### src/rtl/idle_pwr_pkg.sv
package idle_pwr_pkg;

    localparam int CAUSE_W   = 3;
    localparam int CAUSE_IRQ = 0;
    localparam int CAUSE_RST = 1;
    localparam int CAUSE_WDT = 2;

    typedef enum logic [1:0] {
        PS_RUN   = 2'd0,
        PS_ENTER = 2'd1,
        PS_IDLE  = 2'd2
    } pstate_e;

    typedef enum logic [1:0] {
        WK_NONE = 2'd0,
        WK_IRQ  = 2'd1,
        WK_WDT  = 2'd2,
        WK_RST  = 2'd3
    } wake_e;

    typedef struct packed {
        pstate_e st;
        logic    held;
    } ctl_s;

endpackage

### src/rtl/idle_wake_arb.sv
module idle_wake_arb
    import idle_pwr_pkg::*;
#(
    parameter int N_IRQ = 16
) (
    input  logic [N_IRQ-1:0] irq_pend,
    input  logic [N_IRQ-1:0] irq_en,
    input  logic             held,
    input  logic             rst_evt,
    input  logic             wdt_to,
    output logic             any_irq,
    output wake_e            wake
);

    logic [N_IRQ-1:0] masked;

    for (genvar g = 0; g < N_IRQ; g++) begin : g_mask
        assign masked[g] = irq_pend[g] & irq_en[g];
    end

    assign any_irq = |masked;

    // fixed priority: reset, then watchdog, then interrupt
    always_comb begin
        if (rst_evt)              wake = WK_RST;
        else if (wdt_to)          wake = WK_WDT;
        else if (any_irq || held) wake = WK_IRQ;
        else                      wake = WK_NONE;
    end

endmodule

### src/rtl/idle_cause_reg.sv
module idle_cause_reg
    import idle_pwr_pkg::*;
(
    input  logic               clk,
    input  logic               rst_n,
    input  logic [CAUSE_W-1:0] set_vec,
    input  logic [CAUSE_W-1:0] clr_vec,
    output logic [CAUSE_W-1:0] cause
);

    logic [CAUSE_W-1:0] cause_d, cause_q;

    always_comb begin
        cause_d = (cause_q & ~clr_vec) | set_vec;
    end

    always_ff @(posedge clk or negedge rst_n) begin
        if (!rst_n) cause_q <= '0;
        else        cause_q <= cause_d;
    end

    assign cause = cause_q;

    // a set in the same cycle overrides the clear
    a_r10_set_wins: assert property (@(posedge clk) disable iff (!rst_n)
        (|(set_vec & clr_vec)) |=> ((cause & $past(set_vec & clr_vec)) == $past(set_vec & clr_vec)));

endmodule

### src/rtl/idle_power_ctrl.sv
module idle_power_ctrl
    import idle_pwr_pkg::*;
#(
    parameter int N_IRQ = 16
) (
    input  logic             clk,
    input  logic             rst_n,
    input  logic             pwr_save,
    input  logic [N_IRQ-1:0] irq_pend,
    input  logic [N_IRQ-1:0] irq_en,
    input  logic             rst_evt,
    input  logic             wdt_timeout,
    input  logic             wdt_on,
    input  logic             fscm_on,
    input  logic [2:0]       cause_clr,
    output logic             cpu_clk_en,
    output logic             sys_clk_en,
    output logic             periph_clk_en,
    output logic             lprc_en,
    output logic             wdt_clr,
    output logic             in_idle,
    output logic [2:0]       wake_cause
);

    ctl_s               ctl_d, ctl_q;
    logic [CAUSE_W-1:0] set_vec;
    logic               any_irq;
    wake_e              wake;

    idle_wake_arb #(.N_IRQ(N_IRQ)) u_arb (
        .irq_pend (irq_pend),
        .irq_en   (irq_en),
        .held     (ctl_q.held),
        .rst_evt  (rst_evt),
        .wdt_to   (wdt_timeout),
        .any_irq  (any_irq),
        .wake     (wake)
    );

    always_comb begin
        ctl_d   = ctl_q;
        set_vec = '0;
        unique case (ctl_q.st)
            PS_RUN: begin
                ctl_d.held = 1'b0;
                if (pwr_save && !rst_evt) begin
                    ctl_d.st   = PS_ENTER;
                    ctl_d.held = any_irq;
                end
            end
            PS_ENTER: begin
                if (rst_evt) begin
                    ctl_d.st           = PS_RUN;
                    ctl_d.held         = 1'b0;
                    set_vec[CAUSE_RST] = 1'b1;
                end else begin
                    ctl_d.st   = PS_IDLE;
                    ctl_d.held = ctl_q.held | any_irq;
                end
            end
            PS_IDLE: begin
                unique case (wake)
                    WK_RST: set_vec[CAUSE_RST] = 1'b1;
                    WK_WDT: set_vec[CAUSE_WDT] = 1'b1;
                    WK_IRQ: set_vec[CAUSE_IRQ] = 1'b1;
                    default: ;
                endcase
                if (wake != WK_NONE) begin
                    ctl_d.st   = PS_RUN;
                    ctl_d.held = 1'b0;
                end
            end
            default: begin
                ctl_d.st   = PS_RUN;
                ctl_d.held = 1'b0;
            end
        endcase
    end

    always_ff @(posedge clk or negedge rst_n) begin
        if (!rst_n) ctl_q <= '{st: PS_RUN, held: 1'b0};
        else        ctl_q <= ctl_d;
    end

    idle_cause_reg u_cause (
        .clk     (clk),
        .rst_n   (rst_n),
        .set_vec (set_vec),
        .clr_vec (cause_clr),
        .cause   (wake_cause)
    );

    assign cpu_clk_en    = (ctl_q.st == PS_RUN);
    assign wdt_clr       = (ctl_q.st == PS_ENTER);
    assign in_idle       = (ctl_q.st == PS_IDLE);
    assign sys_clk_en    = 1'b1;
    assign periph_clk_en = 1'b1;
    assign lprc_en       = wdt_on | fscm_on;

    // the clear pulse lasts one cycle
    a_r2_clr_one_cycle: assert property (@(posedge clk) disable iff (!rst_n)
        wdt_clr |=> !wdt_clr);

    // entry finishes in one cycle unless a reset event intervenes
    a_r3_enter_to_idle: assert property (@(posedge clk) disable iff (!rst_n)
        (wdt_clr && !rst_evt) |=> in_idle);

    // the CPU never runs while idle
    a_r4_idle_gates_cpu: assert property (@(posedge clk) disable iff (!rst_n)
        in_idle |-> (!cpu_clk_en && sys_clk_en && periph_clk_en));

    // an enabled interrupt alone wakes from idle and records its cause
    a_r5_irq_wake: assert property (@(posedge clk) disable iff (!rst_n)
        (in_idle && (|(irq_pend & irq_en)) && !rst_evt && !wdt_timeout)
        |=> (cpu_clk_en && wake_cause[CAUSE_IRQ]));

    // a reset event out of entry or idle wins over the other sources
    a_r7_reset_wins: assert property (@(posedge clk) disable iff (!rst_n)
        (!cpu_clk_en && rst_evt) |=> (cpu_clk_en && wake_cause[CAUSE_RST]));

    // a deferred interrupt causes a wake in the first idle cycle
    a_r8_deferred_wake: assert property (@(posedge clk) disable iff (!rst_n)
        (in_idle && ctl_q.held) |=> cpu_clk_en);

endmodule

### config.mk
export PLATFORM = sky130hd
export DESIGN_NAME = idle_power_ctrl
export DESIGN_NICKNAME = d
export VERILOG_FILES = /design/src/rtl/idle_pwr_pkg.sv /design/src/rtl/idle_wake_arb.sv /design/src/rtl/idle_cause_reg.sv /design/src/rtl/idle_power_ctrl.sv
export SDC_FILE = /design/constraint.sdc
export NUM_CORES = 1
export LEC_CHECK = 0
export ABC_AREA = 0
export CORE_MARGIN = 3
export CORE_UTILIZATION = 30
export DETAILED_ROUTE_END_ITERATION = 8
export PLACE_DENSITY = 0.84
export SYNTH_ARGS = -nofsm -noshare
export SYNTH_HDL_FRONTEND = slang
export SYNTH_SLANG_ARGS = --single-unit
### constraint.sdc
create_clock -name clk -period 3.86 [get_ports clk]
set_input_delay 0.772 -clock clk [delete_from_list [all_inputs] [get_ports clk]]
set_output_delay 0.772 -clock clk [all_outputs]
set_load 0.01 [all_outputs]
# Word-level counts from Yosys, hierarchy flattened
# Cells that the tools add are included.
# W data, S select, Z words.
[totals]
register_bits = 6
input_bits = 42
output_inout_bits = 9
wordCells = 52
[op_classes]
n_eq_ne = 7
muxes = 14
bitwise = 21
n_reduce_logical = 7
[op_table]
columns = ["op", "n"]
rows = [
  ["$and A1 B1 Y1", 16],
  ["$reduce_or A16 Y1", 1],
  ["$mux W3", 3],
  ["$pmux W3 S3", 1],
  ["$mux W1", 7],
  ["$eq A2 B2 Y1 const B", 3],
  ["$eq A2 B1 Y1 const B", 2],
  ["$mux W2", 2],
  ["$ne A2 B1 Y1 const B", 2],
  ["$and A3 B3 Y3", 1],
  ["$not A3 Y3", 1],
  ["$or A3 B3 Y3", 1],
  ["$logic_not A2 Y1", 1],
  ["$or A1 B1 Y1", 2],
  ["$pmux W1 S2", 1],
  ["$reduce_and A2 Y1", 1],
  ["$reduce_bool A2 Y1", 1],
  ["$logic_and A1 B1 Y1", 1],
  ["$logic_not A1 Y1", 1],
  ["$logic_or A1 B1 Y1", 1],
]

# Logic depth before layout (Yosys ltp)
[logic_depth]
ltp_word = 10
ltp_mapped = 6
ltp_nobuf = 6

# Hierarchy
# A second synthesis with hierarchy kept.
[unflattened]
hier_cells = 50
area_unflattened_um2 = 494.2
[by_module_without_submodules]
columns = ["mod", "instances", "cells_each", "area_each_um2", "seq_area_each_um2"]
rows = [
  ["idle_power_ctrl", 1, 29, 262.8, 75.1],
  ["idle_wake_arb", 1, 12, 122.6, 0.0],
  ["idle_cause_reg", 1, 9, 108.9, 75.1],
]

# Least setup slack after synthesis
# Ideal clock, no wire load.
[synth_path]
kind = "input to output"
startpoint = "input fscm_on"
endpoint = "output lprc_en"
arrival_time_ps = 1078
required_ps = 3088
slack_ps = 2010
path_stages = 1
n_path_buf = 0
path_cell_list = "or2_2"
[synth_between]
elab_chain_cells = 1
[synth_lines]
columns = ["element", "line_no", "source"]
rows = [
  ["from (decl)", "idle_power_ctrl.sv:14", "input logic fscm_on,"],
  ["$or A1 B1 Y1", "idle_power_ctrl.sv:98", "assign lprc_en = wdt_on | fscm_on;"],
  ["to (decl)", "idle_power_ctrl.sv:19", "output logic lprc_en,"],
]
# Every way passes these cells.

# Final worst setup path
# Ends and elaborated chain as after synthesis.

==> results.json <==
{
  "status": "finished, final reports clean",
  "remaining_drc_errors": 0,
  "clock_latency_ps": 240,
  "gp_congestion": 0.712,
  "io_buffers": 48,
  "fp.dieArea_mm2": 0.00214,
  "routedWlPerCell_um": 13.3,
  "dp_hpwl_um": 1360,
  "clk_pin_slew_ps": 40,
  "yosysSeqAreaShare": 0.309,
  "cts_resized": 0,
  "ys_top_cells_by_area": "dfrtp_1, a221oi_2, ha_1",
  "fin_crit_sh": 0.706,
  "finalWirelength_um": 1490,
  "stdcell_area_um2": 985,
  "place_area_um2": 962,
  "p_per_area_mw_per_mm2": 381,
  "gr-total-overflow": 0,
  "crit_fanout": 1,
  "grt_max_degree": 7,
  "synth_top_area_cell": "dfrtp_1",
  "start_util": 0.347,
  "cts_sinks": 6,
  "io_pins": 51,
  "synth_edf_count": 0,
  "vias": 584,
  "fp.dieW_um": 46.2,
  "final_nets": 144,
  "area_growth_pct": 103,
  "fin_worst_skew_ps": 1.38,
  "synth_top_area_frac": 0.309,
  "final-setup-viol-count": 0,
  "setup_tns_ps": 0,
  "cts_tree": "yes",
  "power_leakage_nw": 0.394,
  "fp.dieH_um": 46.2,
  "avgSynthCellArea_um2": 10.1,
  "synth_cells": 48,
  "vdd_drop_max_mv": 0.169,
  "drv_slew": 0,
  "antenna_left": 0,
  "cts_setup_buffers": 0,
  "ys_top_cells_by_count": "dfrtp_1, inv_1, a221oi_2, a22o_1, ha_1",
  "final_cells": 112,
  "core_mm2": 0.00140,
  "cts-buffers-inserted": 3,
  "vias_per_cell": 5.21,
  "fin_crit_ps": 2730,
  "antenna_found_initial": 0,
  "crit_type": "in2out",
  "root_buffer": "clkbuf_4",
  "cts_hold_buf": 0,
  "crit_path_end_kind": "primary output",
  "synthArstFlopShare": 1.00,
  "ys_ff_latch": 6,
  "dp_cells": 109,
  "ys.warnings.count": 0,
  "max_freq_mhz": 367,
  "ys_types": 24,
  "worstSetupStartpointType": "input port",
  "cp.required_ps": 3090,
  "syn_area_um2": 485,
  "drt_pass1_iterations": 5,
  "cp.arrival_ps": 1950,
  "htreeDepth": 1,
  "track_usage": 0.152,
  "hp-class": "reg2reg",
  "rsz0062_at_grt": "no",
  "grt_pass1_wl_um": 2240,
  "hold_viol": 0,
  "drv_cap": 0,
  "std_cell_rows": 13,
  "drt_iter0_markers": 3,
  "antenna_cells": 0,
  "clockBufferDepth": 2,
  "drive_gt1_frac": 0.144,
  "synth_top_flop_cell": "dfrtp_1",
  "grt_pass1_vias": 614
}
-- power by group --
group | total, W | switching, W | internal (W)
clock | 0.0000583 | 0.0000231 | 0.0000352
combinational | 0.000213 | 0.0000859 | 0.000127
sequential | 0.000104 | 0.0000179 | 0.0000865
total | 0.000375 | 0.000127 | 0.000248
-- final timing paths --
kind | cells past startpoint | slack, ps | to | startpoint
worst max register to register | 6 | 2080 | ctl_q[1]$_DFFE_PN0P_ | ctl_q[1]$_DFFE_PN0P_
min in group asynchronous | 1 | 770 | ctl_q[1]$_DFFE_PN0P_ | rst_n
worst max-delay path | 3 | 1130 | lprc_en | fscm_on
max in group asynchronous | 1 | 2880 | ctl_q[2]$_DFFE_PN0P_ | rst_n
worst min-delay path | 2 | 540 | u_cause.cause[0]$_DFF_PN0_ | u_cause.cause[0]$_DFF_PN0_
worst min register to register | 2 | 540 | u_cause.cause[0]$_DFF_PN0_ | u_cause.cause[0]$_DFF_PN0_
-- cells by family after synthesis --
group	count (synthesis)	share of synthesized area
AND/OR/NAND/NOR	12	0.160
adder cells (fa/ha/maj)	3	0.0773
other	1	0.00772
flip-flops	6	0.309
AO/OA/AOI/OAI	17	0.345
buffers and inverters	9	0.101
-- sequential cells by signal, indices dropped and copies added (netlist names) --
register / flops
ctl_q: 3
u_cause.cause: 3
-- critical path: stages --
cell             delay [ps]
clkdlybuf4s50_1         410
or2_2                   290
clkdlybuf4s50_1         480
-- layer usage --
| metal | wire length (um) | track usage | share of wire | vias to the layer above |
|---|---|---|---|---|
| li1 | - | - | - | 275 |
| met1 | 486 | 0.132 | 0.33 | 256 |
| met2 | 691 | 0.269 | 0.46 | 49 |
| met3 | 280 | 0.0859 | 0.19 | 4 |
| met4 | 32 | 0.0852 | 0.021 | 0 |
| met5 | 0 | 0 | 0 | - |
-- per-stage QoR --
step           power (W)  utilization  worst slack (ps)  hold slack (ps)
2_1_floorplan   0.000206            -              2010              476
3_3_place_gp    0.000313        0.688              1170              522
3_5_place_dp    0.000319        0.688              1130              532
4_1_cts         0.000380        0.704              1130              542
5_1_grt         0.000404        0.704              1110              573
6_report        0.000375        0.704              1130              537
-- cell usage in the layout (no fill, tap or decap), drive strengths merged --
cell type      instances
o21ai                  2
a311oi                 1
inv                    6
or3b                   1
dfrtp                  6
ha                     3
and4                   1
o22ai                  2
o211ai                 2
nand2                  2
conb                   2
and2b                  1
a221o                  1
nand3b                 1
or2                    1
nand3                  1
nand2b                 1
a21oi                  1
clkdlybuf4s50         48
nor2                   3
clkbuf                 3
a22o                   4
a221oi                 4
-- cell type report --
| cell class | instances | area, um^2 |
|---|---|---|
| repair buffers | 48 | 480 |
| inverters | 6 | 22.5 |
| well taps | 15 | 18.8 |
| flip-flops and latches | 6 | 150 |
| fillers | 118 | 414 |
| clock buffers | 3 | 22.5 |
| multi-input cells | 34 | 290 |
Note: power is estimated with default switching activity, not from simulation.
